### src/rtl/bist_pkg.sv
package bist_pkg;
  typedef enum logic [1:0] {PH_IDLE, PH_RAND, PH_DET, PH_DONE} phase_e;
  // decoder output source kinds
  localparam logic [1:0] SRC_WIRE = 2'd0;
  localparam logic [1:0] SRC_INV  = 2'd1;
  localparam logic [1:0] SRC_SOP  = 2'd2;  // (~x[a]) | x[b]
endpackage

### src/rtl/bist_lfsr.sv
module bist_lfsr #(
  parameter int unsigned W = 5,
  parameter logic [W-1:0] TAPS = 5'b10100,
  parameter logic [W-1:0] SEED = 5'b00001
) (
  input  logic         clk_i,
  input  logic         rst_ni,
  input  logic         load_i,
  input  logic         step_i,
  output logic [W-1:0] state_o
);
  logic [W-1:0] q;
  always_ff @(posedge clk_i or negedge rst_ni) begin
    if (!rst_ni)     q <= SEED;
    else if (load_i) q <= SEED;
    else if (step_i) q <= {q[W-2:0], ^(q & TAPS)};
  end
  assign state_o = q;
endmodule

### src/rtl/bist_misr.sv
module bist_misr #(
  parameter int unsigned W = 5,
  parameter logic [W-1:0] TAPS = 5'b10100
) (
  input  logic         clk_i,
  input  logic         rst_ni,
  input  logic         clear_i,
  input  logic         step_i,
  input  logic [W-1:0] data_i,
  output logic [W-1:0] sig_o
);
  logic [W-1:0] q;
  always_ff @(posedge clk_i or negedge rst_ni) begin
    if (!rst_ni)      q <= '0;
    else if (clear_i) q <= '0;
    else if (step_i)  q <= {q[W-2:0], ^(q & TAPS)} ^ data_i;
  end
  assign sig_o = q;
endmodule

### src/rtl/bist_phase_ctrl.sv
module bist_phase_ctrl
  import bist_pkg::*;
#(
  parameter int unsigned PR_CYCLES  = 5,
  parameter int unsigned DET_CYCLES = 5
) (
  input  logic clk_i,
  input  logic rst_ni,
  input  logic start_i,
  output logic step_o,
  output logic mode_o,
  output logic done_o
);
  localparam int unsigned MAXC = (PR_CYCLES > DET_CYCLES) ? PR_CYCLES : DET_CYCLES;
  localparam int unsigned CW   = $clog2(MAXC + 1);
  localparam logic [CW-1:0] PR_LAST  = CW'(PR_CYCLES - 1);
  localparam logic [CW-1:0] DET_LAST = CW'(DET_CYCLES - 1);

  phase_e        ph_q;
  logic [CW-1:0] cnt_q;

  always_ff @(posedge clk_i or negedge rst_ni) begin
    if (!rst_ni) begin
      ph_q  <= PH_IDLE;
      cnt_q <= '0;
    end else if (start_i) begin
      ph_q  <= PH_RAND;
      cnt_q <= '0;
    end else begin
      unique case (ph_q)
        PH_RAND: begin
          if (cnt_q == PR_LAST) begin
            ph_q  <= PH_DET;
            cnt_q <= '0;
          end else cnt_q <= cnt_q + 1'b1;
        end
        PH_DET: begin
          if (cnt_q == DET_LAST) begin
            ph_q  <= PH_DONE;
            cnt_q <= '0;
          end else cnt_q <= cnt_q + 1'b1;
        end
        default: cnt_q <= cnt_q;
      endcase
    end
  end

  assign step_o = !start_i && (ph_q == PH_RAND || ph_q == PH_DET);
  assign mode_o = (ph_q == PH_DET);
  assign done_o = (ph_q == PH_DONE);
endmodule

### src/rtl/bist_decoder.sv
module bist_decoder
  import bist_pkg::*;
#(
  parameter int unsigned W = 5,
  parameter logic [2*W-1:0] KIND  = 10'b10_00_01_00_00,
  parameter logic [8*W-1:0] SRC_A = {8'd0, 8'd1, 8'd2, 8'd1, 8'd0},
  parameter logic [8*W-1:0] SRC_B = {8'd1, 8'd0, 8'd0, 8'd0, 8'd0}
) (
  input  logic [W-1:0] x_i,
  output logic [W-1:0] y_o
);
  for (genvar i = 0; i < W; i++) begin : g_out
    localparam logic [1:0] K = KIND[2*i +: 2];
    localparam int unsigned A = int'(SRC_A[8*i +: 8]);
    localparam int unsigned B = int'(SRC_B[8*i +: 8]);
    if (K == SRC_WIRE) begin : g_wire
      assign y_o[i] = x_i[A];
    end else if (K == SRC_INV) begin : g_inv
      assign y_o[i] = ~x_i[A];
    end else begin : g_sop
      assign y_o[i] = ~x_i[A] | x_i[B];
    end
  end
endmodule

### src/rtl/mm_bist_gen.sv
module mm_bist_gen #(
  parameter int unsigned W          = 5,
  parameter int unsigned RESP_W     = 5,
  parameter int unsigned PR_CYCLES  = 5,
  parameter int unsigned DET_CYCLES = 5,
  parameter logic [W-1:0]      LFSR_TAPS = 5'b10100,
  parameter logic [W-1:0]      SEED      = 5'b00001,
  parameter logic [RESP_W-1:0] MISR_TAPS = 5'b10100,
  parameter logic [2*W-1:0]    DEC_KIND  = 10'b10_00_01_00_00,
  parameter logic [8*W-1:0]    DEC_SRC_A = {8'd0, 8'd1, 8'd2, 8'd1, 8'd0},
  parameter logic [8*W-1:0]    DEC_SRC_B = {8'd1, 8'd0, 8'd0, 8'd0, 8'd0}
) (
  input  logic              clk_i,
  input  logic              rst_ni,
  input  logic              start_i,
  input  logic [RESP_W-1:0] resp_i,
  output logic [W-1:0]      pattern_o,
  output logic              mode_o,
  output logic              done_o,
  output logic [RESP_W-1:0] signature_o
);
  logic         step;
  logic [W-1:0] lfsr_q;
  logic [W-1:0] dec_y;

  bist_phase_ctrl #(.PR_CYCLES(PR_CYCLES), .DET_CYCLES(DET_CYCLES)) i_ctrl (
    .clk_i, .rst_ni, .start_i, .step_o(step), .mode_o, .done_o
  );

  bist_lfsr #(.W(W), .TAPS(LFSR_TAPS), .SEED(SEED)) i_lfsr (
    .clk_i, .rst_ni, .load_i(start_i), .step_i(step), .state_o(lfsr_q)
  );

  bist_decoder #(.W(W), .KIND(DEC_KIND), .SRC_A(DEC_SRC_A), .SRC_B(DEC_SRC_B)) i_dec (
    .x_i(lfsr_q), .y_o(dec_y)
  );

  assign pattern_o = mode_o ? dec_y : lfsr_q;

  bist_misr #(.W(RESP_W), .TAPS(MISR_TAPS)) i_misr (
    .clk_i, .rst_ni, .clear_i(start_i), .step_i(step), .data_i(resp_i), .sig_o(signature_o)
  );
endmodule

### config.mk
export PLATFORM = sky130hd
export DESIGN_NAME = mm_bist_gen
export DESIGN_NICKNAME = d
export VERILOG_FILES = /design/src/rtl/bist_pkg.sv /design/src/rtl/bist_lfsr.sv /design/src/rtl/bist_misr.sv /design/src/rtl/bist_phase_ctrl.sv /design/src/rtl/bist_decoder.sv /design/src/rtl/mm_bist_gen.sv
export SDC_FILE = /design/constraint.sdc
export NUM_CORES = 1
export LEC_CHECK = 0
export ABC_AREA = 1
export BUFFER_PORTS_ARGS = -buffer_cell sky130_fd_sc_hd__buf_2
export CAP_MARGIN = 20
export CORE_MARGIN = 2
export CORE_UTILIZATION = 48
export DETAILED_ROUTE_END_ITERATION = 7
export PLACE_DENSITY = 0.7
export SLEW_MARGIN = 20
export SYNTH_ARGS = -nofsm -noshare
export SYNTH_HDL_FRONTEND = slang
export SYNTH_SLANG_ARGS = --single-unit
### constraint.sdc
create_clock -name clk_i -period 3.92 [get_ports clk_i]
set_input_delay 0.784 -clock clk_i [delete_from_list [all_inputs] [get_ports clk_i]]
set_output_delay 0.784 -clock clk_i [all_outputs]
set_load 0.02 [all_outputs]
Word-level counts from Yosys, hierarchy flattened
Index checks and enable logic that the tools add are counted.

storage, ports and cells
  input port bits = 8
  output and inout bits = 12
  word-level logic and storage cells = 37
  register bits after elaboration = 15

cells by class
  reductions and logical operators = 10
  bitwise operators = 4
  mux-type cells = 12
  eq/ne operators = 6
  $add $sub $neg = 1

operator list
  kind                                                  number
  two-way mux 5 bit                                     5
  parity 5 bit                                          2
  two-way mux 3 bit                                     3
  two-way mux 2 bit                                     3
  != test 3 x 2 -> 1 bit (second input constant)        2
  bitwise XOR 5 bit                                     1
  equality test 2 bit (second input constant)           2
  case mux 2 bit (2 select lines)                       1
  nonzero test 2 bit                                    2
  adder 3 x 1 -> 3 bit (second input constant)          1
  equality test 3 bit (second input constant)           1
  AND reduction 3 bit                                   1
  nonzero test 3 bit                                    1
  equality test 2 x 1 -> 1 bit (second input constant)  1
  NOT 1 bit                                             2
  OR reduction 2 bit                                    1
  logical AND 1 bit                                     1
  zero test 1 bit                                       1
  logical OR 1 bit                                      1
  OR 1 bit                                              1

Longest topological paths before layout
  word-level depth = 5
  gate-level depth with buffers = 8
  depth with buffers taken out = 8

By module
A second synthesis with hierarchy kept.

second synthesis, totals
  cell total of the unflattened synthesis = 121
  area total of the unflattened synthesis = 893.4 um2

modules (own cells, without submodules)
  module           times used  cells each  area an instance (um2)  seq. area each (um2)
  bist_phase_ctrl  1           40          311.5                   125.1
  bist_misr        1           31          261.5                   125.1
  bist_lfsr        1           28          226.5                   126.4
  mm_bist_gen      1           16          60.1                    0.0
  bist_decoder     1           6           33.8                    0.0

Worst setup path after synthesis
No wires, ideal clock.

  kind = reg-to-output
  start = reg i_ctrl.ph_q[0]
  end = out pattern_o[3]
  path buffers = 0
  data arrival time = 1285 ps
  stages on the path, launching flop included = 4
  data required time = 3136 ps
  setup slack = 1851 ps
  path through = dfrtp_1 -> inv_1 -> ha_1 -> o21ai_0

on the way
  word-level cells in the longest chain between the ends = 2

ends and longest elaborated chain
  element                   RTL line               text
  start: declaration        bist_phase_ctrl.sv:19  phase_e ph_q;
  start signal: assignment  bist_phase_ctrl.sv:24  ph_q <= PH_IDLE;
  start signal: assignment  bist_phase_ctrl.sv:27  ph_q <= PH_RAND;
  start signal: assignment  bist_phase_ctrl.sv:33  ph_q <= PH_DET;
  equality test 2 bit       bist_phase_ctrl.sv:49  assign mode_o = (ph_q == PH_DET);
  via mode_o                mm_bist_gen.sv:18      output logic mode_o,
  two-way mux 5 bit         mm_bist_gen.sv:38      assign pattern_o = mode_o ? dec_y : lfsr_q;
  end: declaration          mm_bist_gen.sv:17      output logic [W-1:0] pattern_o,

The timed path passes the listed nets, and every way through them passes these cells.

Final worst setup path
  start = reg i_ctrl.ph_q[0]
  end = out pattern_o[3]

on the way
  word-level cells in the longest chain between the ends = 2

ends and longest elaborated chain
  element              RTL line
  equality test 2 bit  bist_phase_ctrl.sv:49
  two-way mux 5 bit    mm_bist_gen.sv:38

Every way passes these cells.

==> out/metrics.yaml <==
outcome:
  outcome: "completed"
placement:
  dpl.cell_count: 132
  pre_cts_ws_ns: 2.05
  dp_hpwl_um: 1190
  numPortBuffers: 19
  postPlaceCellArea_um2: 930
  place_congestion: 0.739
setup_path:
  crit_required_ns: 3.14
  path_class: "reg -> out"
  r2r_start: "i_ctrl.ph_q[0]"
  r2r_end: "i_lfsr.state_o[4]"
  critPathArrivalTime_ns: 1.38
  crit_path_start_kind: "flop"
  critPathMaxFanout: 6
  cp-end-kind: "output pin"
  reg2reg_depth: 5
  r2r_slack_ns: 2.42
sta:
  fin_crit_ns: 2.16
  worst_pin_slew_ns: 0.343
  worst_clock_skew_ns: 0.00140
  fin_crit_sh: 0.552
  fin_ws_ns: 1.76
  finalHoldViolations: 0
  finalSetupViolCount: 0
  slew_headroom: 0.771
  holdWs_ns: 0.398
  final.setup.tns_ns: 0
  drv_slew: 0
  fmaxAchievable_mhz: 462
  rsz0062_at_grt: "false"
finish:
  final_cell_area_um2: 956
  syn2layout_area_growth_pct: 13.9
  n_antenna_cell: 0
  nets: 134
  drive_above_1_share: 0.235
  layout.cells.non_filler: 136
  layout_commonest_cell: "nand2_1"
  final_cell_mix: "nand2_1, inv_1, buf_2"
routing:
  ant_nets: 0
  drt_iter0_markers: 4
  wl_per_cell_um: 11.4
  via_per_inst: 4.96
  wl_um: 1550
  route.detailed.drc: 0
  first_pass_iters: 4
  vias: 675
floorplanning:
  die_h_um: 45.8
  start_util: 0.497
  die_area_um2: 2100
  row_count: 15
  pin_count: 20
  core_area_um2: 1690
  dieWidth_um: 45.8
cts:
  cts_max_level: 1
  cts_resized: 0
  cts_made_buffers: 3
  cts_hold_buf: 0
  ctsLongestPathBuffers: 2
  insertion_delay_ns: 0.27
  cts_tree: "built"
  cts-root-buf: "clkbuf_4"
  clock_sinks: 15
  clk_pin_slew_ns: 0.09
  postCtsSetupRepairBufs: 0
pwr:
  vdd_drop_max_uv: 340
  p_leak_nw: 0.523
  p_per_area_nw_per_um2: 762
grt:
  busiest_layer: "met2"
  grt_pass1_wl_um: 2480
  grt_max_degree: 16
  antenna_found_initial: 0
  grtUsageMet3: 0.0476
  grtUsageMet2: 0.287
  grtUsageMet1: 0.215
  grt.overflow.total: 0
  gr-usage-all-layers: 0.177
  grt_pass1_vias: 587
job:
  cap_violations: 0
synthesis:
  synth_fp_nets: 113
  synth_area_um2: 840
  ys_warn_count: 0
  syn_avg_cell_area_um2: 8.48
  synth_seq_area_share: 0.449
  ys_types: 19
  synth_cells: 99
  synth-seq-cells: 15
hold_path:
  hold_class: "in -> async"
-- power breakdown --
| group | switching, mW | internal (mW) | total, mW |
|---|---|---|---|
| clock network | 0.0479 | 0.0394 | 0.0873 |
| logic | 0.248 | 0.135 | 0.382 |
| registers | 0.0464 | 0.212 | 0.258 |
| total | 0.342 | 0.386 | 0.728 |
-- registers in the layout, indices dropped and copies added, names as in the netlist --
| name | flops |
|---|---|
| i_ctrl.cnt_q | 3 |
| i_misr.sig_o | 5 |
| i_ctrl.ph_q | 2 |
| i_lfsr.state_o | 5 |
-- synth_stat cells --
cell type | count | share of area
nor2_1 | 1 | 0.0045
inv_2 | 1 | 0.0045
o22ai_1 | 6 | 0.045
buf_6 | 1 | 0.013
nand2_1 | 23 | 0.10
nand4_1 | 1 | 0.0075
buf_4 | 2 | 0.018
inv_1 | 19 | 0.085
nor2_2 | 2 | 0.015
o21ai_0 | 5 | 0.030
nand2_4 | 1 | 0.013
xnor2_1 | 4 | 0.042
o21ai_1 | 5 | 0.030
dfrtp_1 | 14 | 0.42
nand3_2 | 1 | 0.012
nand3_1 | 5 | 0.030
xor2_1 | 1 | 0.010
ha_1 | 6 | 0.089
dfstp_2 | 1 | 0.031
-- routing by layer --
metal	up-vias	part of all wire
li1	346	-
met1	309	0.45
met2	18	0.49
met3	2	0.041
met4	0	0.012
met5	-	0
-- final cells by class --
cell class | instances | area, µm²
fillers | 173 | 733
flip-flops and latches | 15 | 377
multi-input cells | 61 | 362
repair buffers | 19 | 95.1
inverters | 20 | 75.1
clock buffers | 4 | 26.3
well taps | 17 | 21.3
-- per-stage QoR --
step	power (mW)	util
2_1_floorplan	0.564	-
3_3_place_gp	0.637	0.550
3_5_place_dp	0.650	0.550
4_1_cts	0.741	0.566
5_1_grt	0.801	0.566
6_report	0.728	0.566
-- cell families (layout without fill, tap and decap cells) --
logic type / count (synthesis) / in the layout / synth area share
simple gates: 34 / 34 / 0.185
buf+inv: 23 / 43 / 0.121
compound gates: 16 / 16 / 0.104
flops: 15 / 15 / 0.449
fa+ha+maj: 6 / 6 / 0.0894
xor+xnor: 5 / 5 / 0.0522
-- critical path, cell delays in order, from the launching register on --
cell	delay (ns)
dfrtp_1	0.40
inv_1	0.08
ha_1	0.26
o21ai_0	0.17
buf_2	0.18
-- how the worst max path moves through the flow --
stage / from / endpoint / slack, ns
floorplan: i_ctrl.ph_q[0] / pattern_o[3] / 1.85
global placement: i_ctrl.ph_q[0] / pattern_o[2] / 2.12
detailed placement: i_ctrl.ph_q[0] / pattern_o[2] / 2.05
CTS: i_ctrl.ph_q[0] / pattern_o[2] / 1.73
global route: i_ctrl.ph_q[0] / pattern_o[2] / 1.65
finish: i_ctrl.ph_q[0] / pattern_o[3] / 1.76
No activity file was read; power rests on OpenSTA's default activity.
